## src/rtl/tick_timer_pkg.sv

```systemverilog
package tick_timer_pkg;

    typedef enum logic [2:0] {
        A_CTRL  = 3'd0,
        A_CMP   = 3'd1,
        A_COUNT = 3'd2,
        A_IEN   = 3'd3,
        A_ISTAT = 3'd4,
        A_LEVEL = 3'd5,
        A_PRESC = 3'd6
    } reg_addr_e;

    localparam int BIT_RUN     = 8;
    localparam int BIT_RESTART = 9;
    localparam int BIT_OVFCLR  = 10;
    localparam int OVF_LSB     = 12;
    localparam int BIT_IRQ     = 25;
    localparam int LEVEL_LSB   = 4;

    typedef enum logic [1:0] {
        IRQ_IDLE   = 2'd0,
        IRQ_HELD   = 2'd1,
        IRQ_FIRING = 2'd2
    } irq_state_e;

endpackage

```

## src/rtl/tt_prescaler.sv

```systemverilog
module tt_prescaler #(
    parameter int PSC_W = 8,
    parameter logic [PSC_W-1:0] RESET_VAL = 8'hE7
) (
    input  logic             clk,
    input  logic             rst_n,
    input  logic             load_i,
    input  logic [PSC_W-1:0] load_val_i,
    output logic [PSC_W-1:0] reload_o,
    output logic             tick_o
);
    logic [PSC_W-1:0] div_q;

    assign tick_o = (div_q == {PSC_W{1'b1}});

    always_ff @(posedge clk or negedge rst_n) begin
        if (!rst_n) begin
            reload_o <= RESET_VAL;
            div_q    <= RESET_VAL;
        end else if (load_i) begin
            reload_o <= load_val_i;
            div_q    <= load_val_i;
        end else if (tick_o) begin
            div_q <= reload_o;
        end else begin
            div_q <= div_q + 1'b1;
        end
    end

    // after a tick the divider restarts from the programmed value
    p_reload_after_tick_r1: assert property (@(posedge clk) disable iff (!rst_n)
        tick_o && !load_i |=> div_q == reload_o);

endmodule

```

## src/rtl/tt_counter.sv

```systemverilog
module tt_counter #(
    parameter int CNT_W = 32,
    parameter int OVF_W = 4
) (
    input  logic             clk,
    input  logic             rst_n,
    input  logic             tick_i,
    input  logic             run_i,
    input  logic             restart_i,
    input  logic [CNT_W-1:0] cmp_i,
    input  logic             cnt_wr_i,
    input  logic [CNT_W-1:0] cnt_wdata_i,
    input  logic             ovf_clr_i,
    output logic [CNT_W-1:0] count_o,
    output logic [OVF_W-1:0] ovf_o,
    output logic             match_o
);
    logic [CNT_W-1:0] next_cnt;
    logic             step;

    assign step     = tick_i && run_i && !cnt_wr_i;
    assign next_cnt = count_o + 1'b1;
    assign match_o  = step && (next_cnt == cmp_i);

    always_ff @(posedge clk or negedge rst_n) begin
        if (!rst_n) begin
            count_o <= '0;
        end else if (cnt_wr_i) begin
            count_o <= cnt_wdata_i;
        end else if (match_o && restart_i) begin
            count_o <= '0;
        end else if (step) begin
            count_o <= next_cnt;
        end
    end

    always_ff @(posedge clk or negedge rst_n) begin
        if (!rst_n) begin
            ovf_o <= '0;
        end else if (ovf_clr_i) begin
            ovf_o <= '0;
        end else if (match_o) begin
            ovf_o <= ovf_o + 1'b1;
        end
    end

    // a stopped counter holds unless written
    p_hold_stopped_r2: assert property (@(posedge clk) disable iff (!rst_n)
        !run_i && !cnt_wr_i |=> $stable(count_o));
    // restart mode returns to zero on a match
    p_restart_zero_r3: assert property (@(posedge clk) disable iff (!rst_n)
        match_o && restart_i |=> count_o == '0);
    // overflow count steps by one per match
    p_ovf_step_r5: assert property (@(posedge clk) disable iff (!rst_n)
        match_o && !ovf_clr_i |=> ovf_o == OVF_W'($past(ovf_o) + 1'b1));
    // clear wins over a match
    p_ovf_clear_r6: assert property (@(posedge clk) disable iff (!rst_n)
        ovf_clr_i |=> ovf_o == '0);

endmodule

```

## src/rtl/tt_irq.sv

```systemverilog
module tt_irq
    import tick_timer_pkg::*;
(
    input  logic clk,
    input  logic rst_n,
    input  logic match_i,
    input  logic en_wr_i,
    input  logic en_wdata_i,
    input  logic clr_i,
    output logic en_o,
    output logic pending_o,
    output logic irq_o
);
    irq_state_e state_q, state_d;
    logic       en_d;

    assign en_d = en_wr_i ? en_wdata_i : en_o;

    always_comb begin
        state_d = state_q;
        unique case (state_q)
            IRQ_IDLE: begin
                if (match_i) state_d = en_d ? IRQ_FIRING : IRQ_HELD;
            end
            IRQ_HELD, IRQ_FIRING: begin
                if (match_i || !clr_i) state_d = en_d ? IRQ_FIRING : IRQ_HELD;
                else                   state_d = IRQ_IDLE;
            end
            default: state_d = IRQ_IDLE;
        endcase
    end

    always_ff @(posedge clk or negedge rst_n) begin
        if (!rst_n) begin
            state_q <= IRQ_IDLE;
            en_o    <= 1'b0;
        end else begin
            state_q <= state_d;
            en_o    <= en_d;
        end
    end

    always_comb begin
        pending_o = (state_q != IRQ_IDLE);
        irq_o     = (state_q == IRQ_FIRING);
    end

    // every match leaves the flag pending
    p_match_pends_r8: assert property (@(posedge clk) disable iff (!rst_n)
        match_i |=> pending_o);
    // clear without a match empties the flag
    p_clear_idle_r8: assert property (@(posedge clk) disable iff (!rst_n)
        clr_i && !match_i |=> !pending_o);
    // request only with the enable set
    p_irq_enabled_r9: assert property (@(posedge clk) disable iff (!rst_n)
        irq_o |-> en_o);

endmodule

```

## src/rtl/tick_timer.sv

```systemverilog
module tick_timer
    import tick_timer_pkg::*;
#(
    parameter int CNT_W = 32,
    parameter int OVF_W = 4,
    parameter int PSC_W = 8,
    parameter int LVL_W = 3,
    parameter logic [PSC_W-1:0] PSC_RESET = 8'hE7
) (
    input  logic             clk,
    input  logic             rst_n,
    input  logic [2:0]       reg_addr,
    input  logic             reg_wr,
    input  logic [CNT_W-1:0] reg_wdata,
    output logic [CNT_W-1:0] reg_rdata,
    output logic             irq_o,
    output logic [LVL_W-1:0] irq_level_o
);
    localparam int LEVEL_MSB = LEVEL_LSB + LVL_W - 1;
    localparam int OVF_MSB   = OVF_LSB + OVF_W - 1;

    logic             wr_ctrl, wr_cmp, wr_count, wr_ien, wr_istat, wr_level, wr_presc;
    logic             run_q, restart_q;
    logic [CNT_W-1:0] cmp_q, count;
    logic [OVF_W-1:0] ovf;
    logic [PSC_W-1:0] presc;
    logic             tick, match, irq_en, pending;

    always_comb begin
        wr_ctrl  = reg_wr && (reg_addr == A_CTRL);
        wr_cmp   = reg_wr && (reg_addr == A_CMP);
        wr_count = reg_wr && (reg_addr == A_COUNT);
        wr_ien   = reg_wr && (reg_addr == A_IEN);
        wr_istat = reg_wr && (reg_addr == A_ISTAT);
        wr_level = reg_wr && (reg_addr == A_LEVEL);
        wr_presc = reg_wr && (reg_addr == A_PRESC);
    end

    always_ff @(posedge clk or negedge rst_n) begin
        if (!rst_n) begin
            run_q       <= 1'b0;
            restart_q   <= 1'b0;
            cmp_q       <= '0;
            irq_level_o <= '0;
        end else begin
            if (wr_ctrl) begin
                run_q     <= reg_wdata[BIT_RUN];
                restart_q <= reg_wdata[BIT_RESTART];
            end
            if (wr_cmp)   cmp_q       <= reg_wdata;
            if (wr_level) irq_level_o <= reg_wdata[LEVEL_MSB:LEVEL_LSB];
        end
    end

    tt_prescaler #(.PSC_W(PSC_W), .RESET_VAL(PSC_RESET)) i_presc (
        .clk        (clk),
        .rst_n      (rst_n),
        .load_i     (wr_presc),
        .load_val_i (reg_wdata[PSC_W-1:0]),
        .reload_o   (presc),
        .tick_o     (tick)
    );

    tt_counter #(.CNT_W(CNT_W), .OVF_W(OVF_W)) i_counter (
        .clk         (clk),
        .rst_n       (rst_n),
        .tick_i      (tick),
        .run_i       (run_q),
        .restart_i   (restart_q),
        .cmp_i       (cmp_q),
        .cnt_wr_i    (wr_count),
        .cnt_wdata_i (reg_wdata),
        .ovf_clr_i   (wr_ctrl && reg_wdata[BIT_OVFCLR]),
        .count_o     (count),
        .ovf_o       (ovf),
        .match_o     (match)
    );

    tt_irq i_irq (
        .clk        (clk),
        .rst_n      (rst_n),
        .match_i    (match),
        .en_wr_i    (wr_ien),
        .en_wdata_i (reg_wdata[BIT_IRQ]),
        .clr_i      (wr_istat && reg_wdata[BIT_IRQ]),
        .en_o       (irq_en),
        .pending_o  (pending),
        .irq_o      (irq_o)
    );

    always_comb begin
        reg_rdata = '0;
        case (reg_addr)
            A_CTRL: begin
                reg_rdata[BIT_RUN]         = run_q;
                reg_rdata[BIT_RESTART]     = restart_q;
                reg_rdata[OVF_MSB:OVF_LSB] = ovf;
            end
            A_CMP:   reg_rdata = cmp_q;
            A_COUNT: reg_rdata = count;
            A_IEN:   reg_rdata[BIT_IRQ] = irq_en;
            A_ISTAT: reg_rdata[BIT_IRQ] = pending;
            A_LEVEL: reg_rdata[LEVEL_MSB:LEVEL_LSB] = irq_level_o;
            A_PRESC: reg_rdata[PSC_W-1:0] = presc;
            default: reg_rdata = '0;
        endcase
    end

    // the request follows pending and enable together
    p_irq_pair_r9: assert property (@(posedge clk) disable iff (!rst_n)
        irq_o == (pending && irq_en));

endmodule

```

## config.mk

```make
export PLATFORM = sky130hd
export DESIGN_NAME = tick_timer
export DESIGN_NICKNAME = d
export VERILOG_FILES = /design/src/rtl/tick_timer_pkg.sv /design/src/rtl/tt_prescaler.sv /design/src/rtl/tt_counter.sv /design/src/rtl/tt_irq.sv /design/src/rtl/tick_timer.sv
export SDC_FILE = /design/constraint.sdc
export NUM_CORES = 1
export LEC_CHECK = 0
export ABC_AREA = 1
export CORE_MARGIN = 4
export CORE_UTILIZATION = 50
export DETAILED_ROUTE_END_ITERATION = 8
export DONT_BUFFER_PORTS = 1
export PLACE_DENSITY = 0.67
export SLEW_MARGIN = 5
export SYNTH_ARGS = -nofsm -noshare
export SYNTH_HDL_FRONTEND = slang
export SYNTH_SLANG_ARGS = --single-unit
```

## constraint.sdc

```tcl
create_clock -name clk -period 2.2 [get_ports clk]
set_input_delay 0.22 -clock clk [delete_from_list [all_inputs] [get_ports clk]]
set_output_delay 0.22 -clock clk [all_outputs]
set_load 0.02 [all_outputs]
```

Word level (Yosys, flattened, before mapping)
Cells that the tools add are included.
{ "word_totals": {"memories": 0, "wordCells": 67, "ram_bits": 0, "register_bits": 92, "romBits": 0, "inputBits": 38, "latch_bits": 0} }
{ "classes": {"reduce_logical": 22, "n_lt_le_gt_ge": 0, "n_shift": 0, "muxes": 21, "div_mod_pow": 0, "n_bitwise": 0, "add_sub_neg": 3, "eq_ne": 11, "multipliers": 0} }
{ "ops": {"columns": ["operator", "count"], "rows": [
  ["32-bit 2-to-1 mux", 3],
  ["32-bit by 1-bit adder with 32-bit output, second input constant", 1],
  ["32-bit == test", 1],
  ["4-bit one-hot mux with 3 select lines", 2],
  ["9-bit one-hot mux with 2 select lines", 1],
  ["8-bit 2-to-1 mux", 2],
  ["1-bit logical AND", 13],
  ["3-bit one-hot mux with 4 select lines", 1],
  ["6-bit one-hot mux with 2 select lines", 1],
  ["3-bit == test, second input constant", 3],
  ["8-bit by 1-bit adder with 8-bit output, second input constant", 1],
  ["8-bit == test, second input constant", 1],
  ["4-bit 2-to-1 mux", 2],
  ["2-bit one-hot mux with 2 select lines", 2],
  ["3-bit by 2-bit == test with 1-bit output, second input constant", 2],
  ["2-bit 2-to-1 mux", 3],
  ["2-bit one-hot mux with 3 select lines", 1],
  ["4-bit by 1-bit adder with 4-bit output, second input constant", 1],
  ["1-bit one-hot mux with 4 select lines", 1],
  ["2-bit nonzero test", 2],
  ["3-bit by 1-bit == test with 1-bit output, second input constant", 1],
  ["3-bit zero test", 1],
  ["1-bit one-hot mux with 3 select lines", 1],
  ["3-bit nonzero test", 1],
  ["other kinds (8)", 9]
]} }

Longest topological paths before layout
{ "logic_depth": {"word_depth": 8, "mapped_depth": 19} }

Modules after synthesis
Synthesis repeated with hierarchy kept, for this count alone.
{ "unflattened": {"cells_unflattened": 1128, "area_unflattened_um2": 7033.0} }
{ "modules_own_cells": {"columns": ["mod", "seq_area_each_um2", "instances", "area_per_inst_um2", "cells_each"], "rows": [
  ["tt_counter", 900.9, 1, 3809.9, 668],
  ["tick_timer", 925.9, 1, 2159.6, 322],
  ["tt_prescaler", 415.4, 1, 840.8, 104],
  ["tt_irq", 75.1, 1, 222.7, 34]
]} }

Least setup slack after synthesis
OpenSTA, ideal clock, no wires.
{ "synth_timing": {"path_kind": "flip-flop to flip-flop", "startpoint": "reg i_presc.div_q[0]", "endpoint": "reg i_counter.count_o[15]", "path_stages_with_launch": 16, "period_less_slack_ps": 2292, "t_arrival_ps": 2147, "required_ps": 2056, "setup_time_ps": 144, "setup_slack_ps": -92, "n_path_buf": 1, "cell_sequence": "dfstp_2 > ha_1 > nand3_1 > nor2_1 > nand3_1 > nor2_1 > nand2_1 > nor2_1 > nand2_1 > nor2_1 > nand2_1 > nor2_4 > nand4_4 > buf_6 > nand3_2 > o211ai_1"} }
{ "synth_between": {"elab_chain_len": 7, "word_cells_on_any_way": 8, "classes_between": "eq/ne: 1; mux: 2; reduce/logical: 5"} }
{ "synth_rtl": {"columns": ["element", "line_no", "rtl"], "rows": [
  ["from (decl)", "tt_prescaler.sv:12", "logic [PSC_W-1:0] div_q;"],
  ["from (signal assigned)", "tt_prescaler.sv:22", "div_q <= load_val_i;"],
  ["from (signal assigned)", "tt_prescaler.sv:24", "div_q <= reload_o;"],
  ["from (signal assigned)", "tt_prescaler.sv:26", "div_q <= div_q + 1'b1;"],
  ["8-bit == test *", "tt_prescaler.sv:14", "assign tick_o = (div_q == {PSC_W{1'b1}});"],
  ["1-bit logical AND * (2 in a row)", "tt_counter.sv:21", "assign step = tick_i && run_i && !cnt_wr_i;"],
  ["1-bit logical AND", "tt_counter.sv:23", "assign match_o = step && (next_cnt == cmp_i);"],
  ["1-bit logical AND", "tt_counter.sv:30", "end else if (match_o && restart_i) begin"],
  ["32-bit 2-to-1 mux", "tt_counter.sv:30", null],
  ["32-bit 2-to-1 mux", "tt_counter.sv:28", "end else if (cnt_wr_i) begin"],
  ["to (signal assigned)", "tt_counter.sv:29", "count_o <= cnt_wdata_i;"],
  ["to (signal assigned)", "tt_counter.sv:33", "count_o <= next_cnt;"],
  ["to (decl)", "tt_counter.sv:14", "output logic [CNT_W-1:0] count_o,"]
]} }
Mark *: on every way between the ends. The rest lies on a longest branch, timed or not.
A chain may end at the register's enable or synchronous reset.

Final worst setup path
{ "layout_timing": {"startpoint": "reg i_counter.count_o[8]", "endpoint": "reg i_counter.count_o[11]"} }
{ "layout_between": {"elab_chain_len": 6, "word_cells_on_any_way": 8, "classes_between": "add/sub: 1; eq/ne: 1; mux: 3; reduce/logical: 3"} }
{ "layout_rtl": {"columns": ["element", "line_no", "rtl"], "rows": [
  ["32-bit by 1-bit adder with 32-bit output *", "tt_counter.sv:22", "assign next_cnt = count_o + 1'b1;"],
  ["32-bit == test", "tt_counter.sv:23", null],
  ["1-bit logical AND", "tt_counter.sv:23", null],
  ["1-bit logical AND", "tt_counter.sv:30", null],
  ["32-bit 2-to-1 mux", "tt_counter.sv:30", null],
  ["32-bit 2-to-1 mux", "tt_counter.sv:28", null]
]} }
Mark *: on every way between the ends. The rest lies on a longest branch, timed or not. The select of a mux whose other input is x is not followed.

==> results.ini <==
[power_and_ir_drop]
power_frac_clock_pct=20.1
irDropWorstVdd_mv=0.673
p_seq_share_pct=31.7
swShare_pct=40.8
power_frac_comb_pct=48.2
pwr_density_cell_nw_per_um2=924
p_leak_nw=4.49
p_switching_mw=3.41
p_int_mw=4.96
total_power_mw=8.37

[clock_network]
cts-htree-levels=3
numClockSinks=92
cts-hold-fix-buffers=17
clk_latency_ps=360
cts_tree=built
cts_buffers=9
cts.clk_slew.worst_paths_ps=70
cts_root_buf=clkbuf_16
cts.path.max_buffers=2

[drt]
drt_first_pass_iters=5
drc_errors=0
drtIter0Drc=605
wl_per_cell_um=17.5
drt-vias-per-instance=5.58
drt-total-wl_um=23300
vias=7419
ant_nets=0

[synthesis]
ys_seq_area_share_pct=35.0
synth_compound_area_share_pct=12.7
synth_top_family_by_area=simple AND/OR/NAND/NOR gates
ys_seq_elements=92
netlist_instances=979
netlist.area_leader.share_pct=30.3
synth_nets=1023
synthXorXnorAreaFrac_pct=2.48
syn_area_per_cell_um2=6.76
synth-edff-count=0
synthTopCellsByArea=dfrtp_1 (30%), nand2_1 (17%), nand3_1 (7.8%)
synthSimpleGateAreaFrac_pct=39.2
synthMuxAreaShare_pct=0.170
synth_top_cell_by_area=dfrtp_1
ys.flop_type=dfrtp_1
ys_warn_count=0
ys_types=43
netlist_area_um2=6610
async_flop_share_pct=100
synth_fa_ha_area_share_pct=1.14

[worst_setup_path]
critPathLaunchType=flop
crit_type=flop to flop
critPathCaptureType=flop
cp_num_buf_inv=3
cp_max_fo=6
max_stage_delay_ps=410
r2r_slack_ps=-390
critPathMostFrequentCell=nor2_4
worstPathArrival_ps=2820
cp_top_family=simple AND/OR/NAND/NOR gates
cp.required_ps=2440
path_cells=nand2_1 > buf_4 > nor2_4 > nand2_2 > nor2_4 > buf_4 > xnor3_1 > nor2_1 > nand2_1 > nor2_4 > nand4_4 > clkbuf_16 > nand4_1 > nand3_1
slowest_stage=dfrtp_1

[sta]
hold_viol=92
period_needed_ps=2590
worst_pin_slew_ps=452
setup_viol=38
rsz0062_at_grt=yes
drv_slew=0
setup_ws_ps=-386
fmax_mhz=387
min_period_over_period_pct=118
final.setup.tns_ps=-11330
fin_skew_ps=10.0
hold_slack_ps=-441
maxSlewHeadroom_pct=69.9

[global_route]
track_usage_pct=31.0
grt_overflow_total=0
antenna_found_initial=0
first_global_vias=7200
grt_pass1_wl_um=36400
grt_max_degree=93

[hold_path]
hp-class=input pin to asynchronous set/reset pin

[placed_design]
placed_area_um2=7890
placed_cells=1268
numPortBuffers=0
routabilityCongestion=0.988
dp_hpwl_um=16300

[layout]
drive_above_1_share_pct=30.2
finalInstanceArea_um2=9060
diodes=0
layout_common_cells=nand2_1 (267), buf_4 (163), inv_1 (123)
fin_cells=1330
nets=1197
final_common_cell=nand2_1
areaGrowthSynthToFinish_pct=37.0
n_fill_cell=1043

[status]
violations=hold timing, setup timing
outcome=complete, but fails checks

[floorplanning]
die_h_um=123
die_x_um=123
io_pins=74
initial_core_util_pct=51.8
fp-row-count=41
core_area_um2=12800
dieArea_um2=15100

[job]
cap_violations=0

[routing by layer]
layer | GRT usage (%) | wire length, um
met1 | 39.3 | 9540
met5 | 0 | 0
met4 | 12.0 | 720
met2 | 52.4 | 11400
met3 | 6.22 | 1600
[repair_timing]
action	4_1_cts	5_1_grt
pin swaps	10	31
gates resized for setup	43	70
setup buffers	12	15
endpoints found under the setup margin	38	38
cloned	0	2
hold endpoints to repair	115	92
[worst paths after layout]
path	start	to	cells past startpoint
min	rst_n	i_counter.count_o[27]	0
min reg2reg	i_presc.reload_o[0]	i_presc.reload_o[0]	2
max reg2reg	i_counter.count_o[8]	i_counter.count_o[11]	14
min in group clk	reg_wdata[8]	i_counter.count_o[8]	2
max in group asynchronous	rst_n	i_presc.reload_o[6]	0
max	i_counter.count_o[8]	i_counter.count_o[11]	14
[cell usage after synthesis, types with 7 or more instances]
library cell and count:
a21oi_1 29, clkbuf_1 24, dfrtp_1 80, dfstp_2 12, inv_1 123, nand2_1 303
nand2_2 8, nand3_1 103, nand3_2 11, nand4_1 15, nor2_1 103, nor2_4 7
o211ai_2 8, o21ai_0 43, o21ai_1 8, o221ai_1 12, o22ai_1 25, xor2_1 10
[power by group through the flow]
stage / Combinational, mW / Sequential (mW) / Clock, mW
6_report: 4.04 / 2.66 / 1.68
4_1_cts: 3.72 / 2.63 / 1.70
2_1_floorplan: 2.07 / 2.59 / 0
5_1_grt: 4.42 / 2.72 / 1.77
3_5_place_dp: 3.44 / 2.67 / 0
3_3_place_gp: 3.40 / 2.66 / 0
[cells by family after synthesis]
| logic type | count (synthesis) |
|---|---|
| flip-flops | 92 |
| adder cells (fa/ha/maj) | 6 |
| buffers and inverters | 159 |
| AND/OR/NAND/NOR | 572 |
| XOR/XNOR | 14 |
| multiplexers | 1 |
| AO/OA/AOI/OAI | 135 |
[sequential cells by signal, summed over array words and instances, names as in the netlist]
signal	flops
restart_q	1
cmp_q	32
run_q	1
irq_level_o	3
i_irq.en_o	1
i_irq.state_q	2
i_counter.ovf_o	4
i_presc.reload_o	8
i_presc.div_q	8
i_counter.count_o	32
[through the flow]
| step | setup slack (ps) | utilization [%] |
|---|---|---|
| 4_1_cts | -261 | 67.6 |
| 2_1_floorplan | 7.10 | - |
| 3_3_place_gp | -286 | 61.8 |
| 5_1_grt | -497 | 70.9 |
| 3_5_place_dp | -321 | 61.8 |
| 6_report | -386 | 70.9 |
[cell type report]
| type | count | area [um^2] | area share (%) |
|---|---|---|---|
| Clock buffer | 12 | 256 | 2.83 |
| Clock inverter | 4 | 56.3 | 0.622 |
| Inverter | 130 | 488 | 5.39 |
| Multi-Input combinational cell | 728 | 4120 | 45.5 |
| Sequential cell | 92 | 2320 | 25.6 |
| Tap cell | 172 | 215 | 2.38 |
| Timing Repair Buffer | 192 | 1600 | 17.7 |
Power figures use the tool's default switching activity.
